===== src/rtl/irq_dest_pkg.sv =====
package irq_dest_pkg;
  localparam int DEST_W = 8;
  localparam logic [3:0] MODEL_FLAT    = 4'hF;
  localparam logic [3:0] MODEL_CLUSTER = 4'h0;
  localparam logic [2:0] DELIV_LOWEST  = 3'd1;
  localparam logic [DEST_W-1:0] DEST_BCAST = 8'hFF;

  typedef enum logic [1:0] {
    SH_FIELD  = 2'd0,
    SH_SELF   = 2'd1,
    SH_ALL    = 2'd2,
    SH_OTHERS = 2'd3
  } shorthand_e;

  typedef enum logic [1:0] {
    CFG_PHYS    = 2'd0,
    CFG_LOGICAL = 2'd1,
    CFG_MODEL   = 2'd2,
    CFG_PRESENT = 2'd3
  } cfg_sel_e;

  // logical-mode hit for one core
  function automatic logic logical_hit(input logic [DEST_W-1:0] dest,
                                       input logic [DEST_W-1:0] ldest,
                                       input logic [3:0] model);
    logic hit;
    hit = 1'b0;
    if (model == MODEL_FLAT)
      hit = |(dest & ldest);
    else if (model == MODEL_CLUSTER)
      hit = (dest[7:4] == ldest[7:4]) && |(dest[3:0] & ldest[3:0]);
    return hit;
  endfunction

  // physical-mode hit for one core
  function automatic logic physical_hit(input logic [DEST_W-1:0] dest,
                                        input logic [DEST_W-1:0] pid);
    return (dest == DEST_BCAST) || (dest == pid);
  endfunction
endpackage


===== src/rtl/irq_core_table.sv =====
module irq_core_table
  import irq_dest_pkg::*;
#(
  parameter int NUM_CORES = 8,
  parameter int IDX_W = (NUM_CORES > 1) ? $clog2(NUM_CORES) : 1
) (
  input  logic                              clk,
  input  logic                              rst_n,
  input  logic                              cfg_we,
  input  logic [IDX_W-1:0]                  cfg_core,
  input  logic [1:0]                        cfg_sel,
  input  logic [31:0]                       cfg_data,
  output logic [NUM_CORES-1:0][DEST_W-1:0]  tbl_pid,
  output logic [NUM_CORES-1:0][DEST_W-1:0]  tbl_ldest,
  output logic [NUM_CORES-1:0][3:0]         tbl_model,
  output logic [NUM_CORES-1:0]              tbl_present
);
  for (genvar i = 0; i < NUM_CORES; i++) begin : g_entry
    logic hit_w;
    assign hit_w = cfg_we && (cfg_core == IDX_W'(i));
    always_ff @(posedge clk) begin
      if (!rst_n) begin
        tbl_pid[i]     <= DEST_W'(i);
        tbl_ldest[i]   <= '0;
        tbl_model[i]   <= MODEL_FLAT;
        tbl_present[i] <= 1'b1;
      end else if (hit_w) begin
        case (cfg_sel_e'(cfg_sel))
          CFG_PHYS:    tbl_pid[i]     <= cfg_data[31:24];
          CFG_LOGICAL: tbl_ldest[i]   <= cfg_data[31:24];
          CFG_MODEL:   tbl_model[i]   <= cfg_data[31:28];
          default:     tbl_present[i] <= cfg_data[0];
        endcase
      end
    end
  end
endmodule


===== src/rtl/irq_core_match.sv =====
module irq_core_match
  import irq_dest_pkg::*;
#(
  parameter int NUM_CORES = 8,
  parameter int IDX_W = (NUM_CORES > 1) ? $clog2(NUM_CORES) : 1
) (
  input  logic [DEST_W-1:0]                 dest,
  input  logic                              logical_mode,
  input  logic [1:0]                        shorthand,
  input  logic [IDX_W-1:0]                  src,
  input  logic [NUM_CORES-1:0][DEST_W-1:0]  tbl_pid,
  input  logic [NUM_CORES-1:0][DEST_W-1:0]  tbl_ldest,
  input  logic [NUM_CORES-1:0][3:0]         tbl_model,
  input  logic [NUM_CORES-1:0]              tbl_present,
  output logic [NUM_CORES-1:0]              cand
);
  for (genvar i = 0; i < NUM_CORES; i++) begin : g_core
    logic is_src, field_hit, sel;
    assign is_src    = (src == IDX_W'(i));
    assign field_hit = logical_mode ? logical_hit(dest, tbl_ldest[i], tbl_model[i])
                                    : physical_hit(dest, tbl_pid[i]);
    always_comb begin
      case (shorthand_e'(shorthand))
        SH_FIELD: sel = field_hit;
        SH_SELF:  sel = is_src;
        SH_ALL:   sel = 1'b1;
        default:  sel = !is_src;
      endcase
    end
    assign cand[i] = sel && tbl_present[i];
  end
endmodule


===== src/rtl/irq_lowest_pick.sv =====
module irq_lowest_pick #(
  parameter int NUM_CORES = 8,
  parameter int IDX_W = (NUM_CORES > 1) ? $clog2(NUM_CORES) : 1
) (
  input  logic [NUM_CORES-1:0] mask,
  output logic [IDX_W-1:0]     idx,
  output logic [NUM_CORES-1:0] onehot
);
  always_comb begin
    idx = '0;
    for (int i = NUM_CORES - 1; i >= 0; i--)
      if (mask[i]) idx = IDX_W'(i);
    onehot = '0;
    if (|mask) onehot[idx] = 1'b1;
  end
endmodule


===== src/rtl/irq_dest_resolver.sv =====
module irq_dest_resolver
  import irq_dest_pkg::*;
#(
  parameter int NUM_CORES = 8,
  parameter int IDX_W = (NUM_CORES > 1) ? $clog2(NUM_CORES) : 1
) (
  input  logic                  clk,
  input  logic                  rst_n,
  input  logic                  cfg_we,
  input  logic [IDX_W-1:0]      cfg_core,
  input  logic [1:0]            cfg_sel,
  input  logic [31:0]           cfg_data,
  input  logic                  req_valid,
  input  logic [IDX_W-1:0]      req_src,
  input  logic [31:0]           cmd_lo,
  input  logic [31:0]           cmd_hi,
  output logic                  out_valid,
  output logic [NUM_CORES-1:0]  out_mask,
  output logic [IDX_W-1:0]      out_target,
  output logic [7:0]            out_vector,
  output logic [2:0]            out_deliv,
  output logic                  out_level,
  output logic                  out_trig
);
  logic [NUM_CORES-1:0][DEST_W-1:0] tbl_pid, tbl_ldest;
  logic [NUM_CORES-1:0][3:0]        tbl_model;
  logic [NUM_CORES-1:0]             present_vec;
  logic [NUM_CORES-1:0]             cand_mask, low_onehot, final_mask;
  logic [IDX_W-1:0]                 low_idx;
  logic [DEST_W-1:0]                f_dest;
  logic [2:0]                       f_deliv;
  logic [1:0]                       f_short;
  logic                             f_logical, lowest_mode;
  logic                             unused_bits;

  assign f_dest      = cmd_hi[31:24];
  assign f_deliv     = cmd_lo[10:8];
  assign f_logical   = cmd_lo[11];
  assign f_short     = cmd_lo[19:18];
  assign lowest_mode = (f_deliv == DELIV_LOWEST);
  assign unused_bits = ^{cmd_lo[31:20], cmd_lo[17:16], cmd_lo[13:12],
                         cmd_hi[23:0], cfg_data[23:1]};

  irq_core_table #(.NUM_CORES(NUM_CORES), .IDX_W(IDX_W)) u_table (
    .clk(clk), .rst_n(rst_n), .cfg_we(cfg_we), .cfg_core(cfg_core),
    .cfg_sel(cfg_sel), .cfg_data(cfg_data), .tbl_pid(tbl_pid),
    .tbl_ldest(tbl_ldest), .tbl_model(tbl_model), .tbl_present(present_vec)
  );

  irq_core_match #(.NUM_CORES(NUM_CORES), .IDX_W(IDX_W)) u_match (
    .dest(f_dest), .logical_mode(f_logical), .shorthand(f_short),
    .src(req_src), .tbl_pid(tbl_pid), .tbl_ldest(tbl_ldest),
    .tbl_model(tbl_model), .tbl_present(present_vec), .cand(cand_mask)
  );

  irq_lowest_pick #(.NUM_CORES(NUM_CORES), .IDX_W(IDX_W)) u_pick (
    .mask(cand_mask), .idx(low_idx), .onehot(low_onehot)
  );

  assign final_mask = lowest_mode ? low_onehot : cand_mask;

  always_ff @(posedge clk) begin
    if (!rst_n) begin
      out_valid  <= 1'b0;
      out_mask   <= '0;
      out_target <= '0;
      out_vector <= '0;
      out_deliv  <= '0;
      out_level  <= 1'b0;
      out_trig   <= 1'b0;
    end else begin
      out_valid <= req_valid && (|final_mask);
      out_mask  <= req_valid ? final_mask : '0;
      if (req_valid) begin
        out_target <= low_idx;
        out_vector <= cmd_lo[7:0];
        out_deliv  <= f_deliv;
        out_level  <= cmd_lo[14];
        out_trig   <= cmd_lo[15];
      end
    end
  end
endmodule


===== config.mk =====
export PLATFORM = sky130hd
export DESIGN_NAME = irq_dest_resolver
export DESIGN_NICKNAME = d
export VERILOG_FILES = /design/src/rtl/irq_dest_pkg.sv /design/src/rtl/irq_core_table.sv /design/src/rtl/irq_core_match.sv /design/src/rtl/irq_lowest_pick.sv /design/src/rtl/irq_dest_resolver.sv
export SDC_FILE = /design/constraint.sdc
export NUM_CORES = 1
export LEC_CHECK = 0
export CORE_MARGIN = 4
export CORE_UTILIZATION = 29
export CTS_CLUSTER_DIAMETER = 120
export DETAILED_ROUTE_END_ITERATION = 8
export PLACE_DENSITY = 0.48
export SYNTH_ARGS = -nofsm -noshare
export SYNTH_HDL_FRONTEND = slang
export SYNTH_HIERARCHICAL = 1
export SYNTH_SLANG_ARGS = --single-unit

===== constraint.sdc =====
create_clock -name clk -period 7.2 [get_ports clk]
set_input_delay 1.44 -clock clk [delete_from_list [all_inputs] [get_ports clk]]
set_output_delay 1.44 -clock clk [all_outputs]
set_load 0.1 [all_outputs]

==> results by group <==
Placement
  • PortBufs: 69
  • Placer Congestion: about 0.78
  • HPWL after DPL: around 18 mm

Setup path
  • Crit. End Element: flip-flop
  • Worst R2R Path Depth: 10
  • Critical path endpoint: out_valid$_SDFF_PN0_
  • Critical Path Start: cmd_hi[28]
  • Worst setup path class: input pin to flip-flop
  • Crit path DAT: ~5.5 ns
  • Largest stage delay on the critical path: roughly 1.1 ns
  • Req. time, crit path: roughly 7.5 ns
  • R2R Path Start: u_table/tbl_ldest[36]$_SDFFE_PN0P_
  • CP most frequent cell: a211oi_1
  • R2R Path End: out_valid$_SDFF_PN0_
  • CP Cell Sequence: clkdlybuf4s50_1, ha_1, or4_1, a211oi_1, a211oi_1, a2111oi_2, nor2_1, and3_2, nor4_1, and3_1, nor3_1
  • CP startpoint kind: input pin
  • R2r setup slk: 3.86 ns
  • Crit path max-delay cell type: clkdlybuf4s50_1
  • CP Max Fanout: 12

Floorplanning
  • Core Region: roughly 32000 µm²
  • # IOs: 133
  • Initial Utilization: 29.29%
  • Die Ht: between 150 and 200 µm
  • Die area: between 30000 and 40000 µm²
  • Die W: 189.1 µm
  • Rows: 66

Drt
  • Antenna Nets Post-Route: 0
  • WL final: roughly 28 mm
  • DR pass1 iterations: 4
  • Iteration-0 DRC Markers: ~440
  • Routed length per instance: about 19 µm
  • Via count: 6986
  • Vias per cell: roughly 4.8
  • DRC errors left: 0

Power and ir drop
  • VDD IR max: around 0.16 mV
  • Total power per unit cell area: around 210 nW/µm²
  • Pleak: roughly 4.9 nW

Clock network
  • Post-CTS setup buffer count: 0
  • Clock Latency Late Sink: 0.45 ns
  • Post-CTS sizing: 0
  • Total CTS buffers: 17
  • Worst-path clk slew: 0.07 ns
  • CTS tree: yes
  • H-tree depth: 4
  • Hold Buf Count CTS: 0
  • Clock tree root driver cell: clkbuf_16
  • Deepest clock path buffer count: 2
  • Clock sinks: between 150 and 200

Synthesis
  • Cells after Synth: 977
  • Synth top area cells: dfxtp_1 (41%), mux2i_1 (18%), xor2_1 (6.3%)
  • Register area share after synthesis: approximately two fifths
  • Syn_nets: between 1000 and 1500
  • Synth area leader: dfxtp_1
  • Synth warn: 6
  • Post-synth EDFFs: 0
  • Ys async rst share: 0%
  • Commonest cells in the synthesized netlist: dfxtp_1 (193), mux2i_1 (174), nand2_1 (136)
  • Distinct cells, synth: between 50 and 60
  • Count leader, synth: dfxtp_1
  • Main synth FF type: dfxtp_1
  • Mapped Area: 9507 µm²
  • Yosys top cell area share: ~40%
  • Syn_area_per_cell: about 10 µm²
  • Register bit total from synthesis: 193

Layout
  • Share of layout cells above drive strength 1: 8.203%
  • Core Util, Final: between 30% and 40%
  • Fillers: approximately 3400
  • Storage cell area: between 3000 and 4000 µm²
  • Multi-input gate area: between 5000 and 6000 µm²
  • Fin nets: between 1000 and 1500
  • Synth-to-Final Area Change: 16.53%
  • Diodes inserted: 0

Global routing
  • Vias in the first global route: about 7000
  • Pin count of the biggest net entering global routing: 82
  • Tot GR Track Use: ~15%
  • Gr ovfl total: 0
  • First-pass GRT wire length: 42.16 mm
  • Antenna violations before repair: 0

Flow run
  • Max-cap violation count: 0

STA
  • Worst rel slew slack: approximately 15%
  • Fin. Hold Viols: 0
  • Fin crit share: 72.32%
  • Final slew viol count: 0
  • Achievable Freq: just under 200 MHz
  • Unrepaired setup endpoints after global routing: false
  • Clock skew: 0.01503 ns
  • Worst-margin pin slew: between 1 and 1.5 ns
  • Setup Viol. Count Final: 0
  • Fin Setup TNS: 0 ns
  • Crit path time final: between 5 and 6 ns

Outcome
  • Outcome: finished, final reports clean

Hold path
  • Tightest Hold Check Type: flip-flop to flip-flop
-- stage by stage --
stage	cell area, µm²	power (mW)	hold WS (ns)	worst slack, ns	instances
6_report	11080	2.332	0.4616	1.993	1466
5_1_grt	11080	2.424	0.4787	1.883	1466
4_1_cts	11080	2.370	0.4605	2.088	1466
3_5_place_dp	10510	1.414	0.4515	1.611	1434
3_3_place_gp	10510	1.414	0.4432	1.602	1434
2_1_floorplan	9507	1.307	0.4348	3.266	977
-- sequential cells by signal, summed over array words and instances, names as in the netlist, 3 cells and up --
signal and flops:
out_deliv 3, out_mask 8, out_target 3, out_vector 8
u_table/tbl_ldest 64, u_table/tbl_model 32, u_table/tbl_pid 64, u_table/tbl_present 8
-- routing by layer --
layer,wire [µm],GRT usage [%],up-vias
li1,-,-,3474
met2,12390,24.12,103
met5,0,0,-
met4,338,3.615,0
met1,13990,22.07,3387
met3,942,2.673,22
-- layout by cell type, fill, tap and decap left out, types with 3 or more instances in the layout --
cell type	Yosys	routed
dfxtp_1	193	193
mux2i_1	174	174
nand2_1	136	136
clkdlybuf4s50_1	0	68
xor2_1	68	68
nor2b_1	62	62
a21oi_1	36	36
ha_1	32	32
nor4_1	28	28
nand2b_1	18	18
clkbuf_16	0	17
a22oi_1	16	16
nor2_1	16	15
or4_1	15	15
a211oi_1	15	15
nand2_2	13	13
buf_4	6	13
a31oi_1	10	10
nand3_1	7	7
inv_1	7	7
and4_1	6	6
a2111oi_2	6	6
inv_6	0	4
nor3b_1	5	4
xnor2_1	4	4
and2_1	4	4
nor3_1	3	3
and4_2	3	3
o21ai_0	3	3
and2b_2	3	3
and4bb_2	3	3
-- how the worst min path moves through the flow --
stage                                                    end  cells past startpoint  slack (ns)                                from
after floorplan           u_table/tbl_ldest[41]$_SDFFE_PN0P_                      2        0.43  u_table/tbl_ldest[41]$_SDFFE_PN0P_
after global placement    u_table/tbl_ldest[40]$_SDFFE_PN0P_                      2        0.44  u_table/tbl_ldest[40]$_SDFFE_PN0P_
after detailed placement  u_table/tbl_ldest[49]$_SDFFE_PN0P_                      2        0.45  u_table/tbl_ldest[49]$_SDFFE_PN0P_
after CTS                 u_table/tbl_ldest[49]$_SDFFE_PN0P_                      2        0.46  u_table/tbl_ldest[49]$_SDFFE_PN0P_
after global routing      u_table/tbl_ldest[17]$_SDFFE_PN0P_                      2        0.48  u_table/tbl_ldest[17]$_SDFFE_PN0P_
final                     u_table/tbl_ldest[49]$_SDFFE_PN0P_                      2        0.46  u_table/tbl_ldest[49]$_SDFFE_PN0P_
-- critical path, delay by kind of cell --
kind	cells	cell delay (ns)
buffers and inverters	1	1.09
adder cells (fa/ha/maj)	1	0.37
AND/OR/NAND/NOR	6	1.40
AO/OA/AOI/OAI	3	1.20
-- layout make-up --
type	count	area share (%)
clock buffer	20	4.032
timing repair buffer	82	7.127
tap	442	4.992
clock inverter	12	1.107
multi-input combinational	710	47.63
sequential	193	34.88
inverter	7	0.2372
-- report_power, final --
group          switching (mW)  leakage, nW  internal [mW]
logic                   0.205         3.04         0.0933
clock network           0.449        0.280          0.496
registers             0.00709         1.56           1.08
total                   0.661         4.89           1.67
-- cells by family (layout without fill, tap and decap cells) --
kind of cell | count (synthesis) | in the layout | synth area share [%]
AOI/OAI and AO/OA | 92 | 92 | 6.554
xor gates and xnor gates | 72 | 72 | 6.633
buffers and inverters | 74 | 121 | 3.935
DFF | 193 | 193 | 40.64
adders and majority gates | 32 | 32 | 4.212
and+or+nand+nor | 340 | 340 | 19.70
muxes | 174 | 174 | 18.32
(Power assumes the default switching activity.)
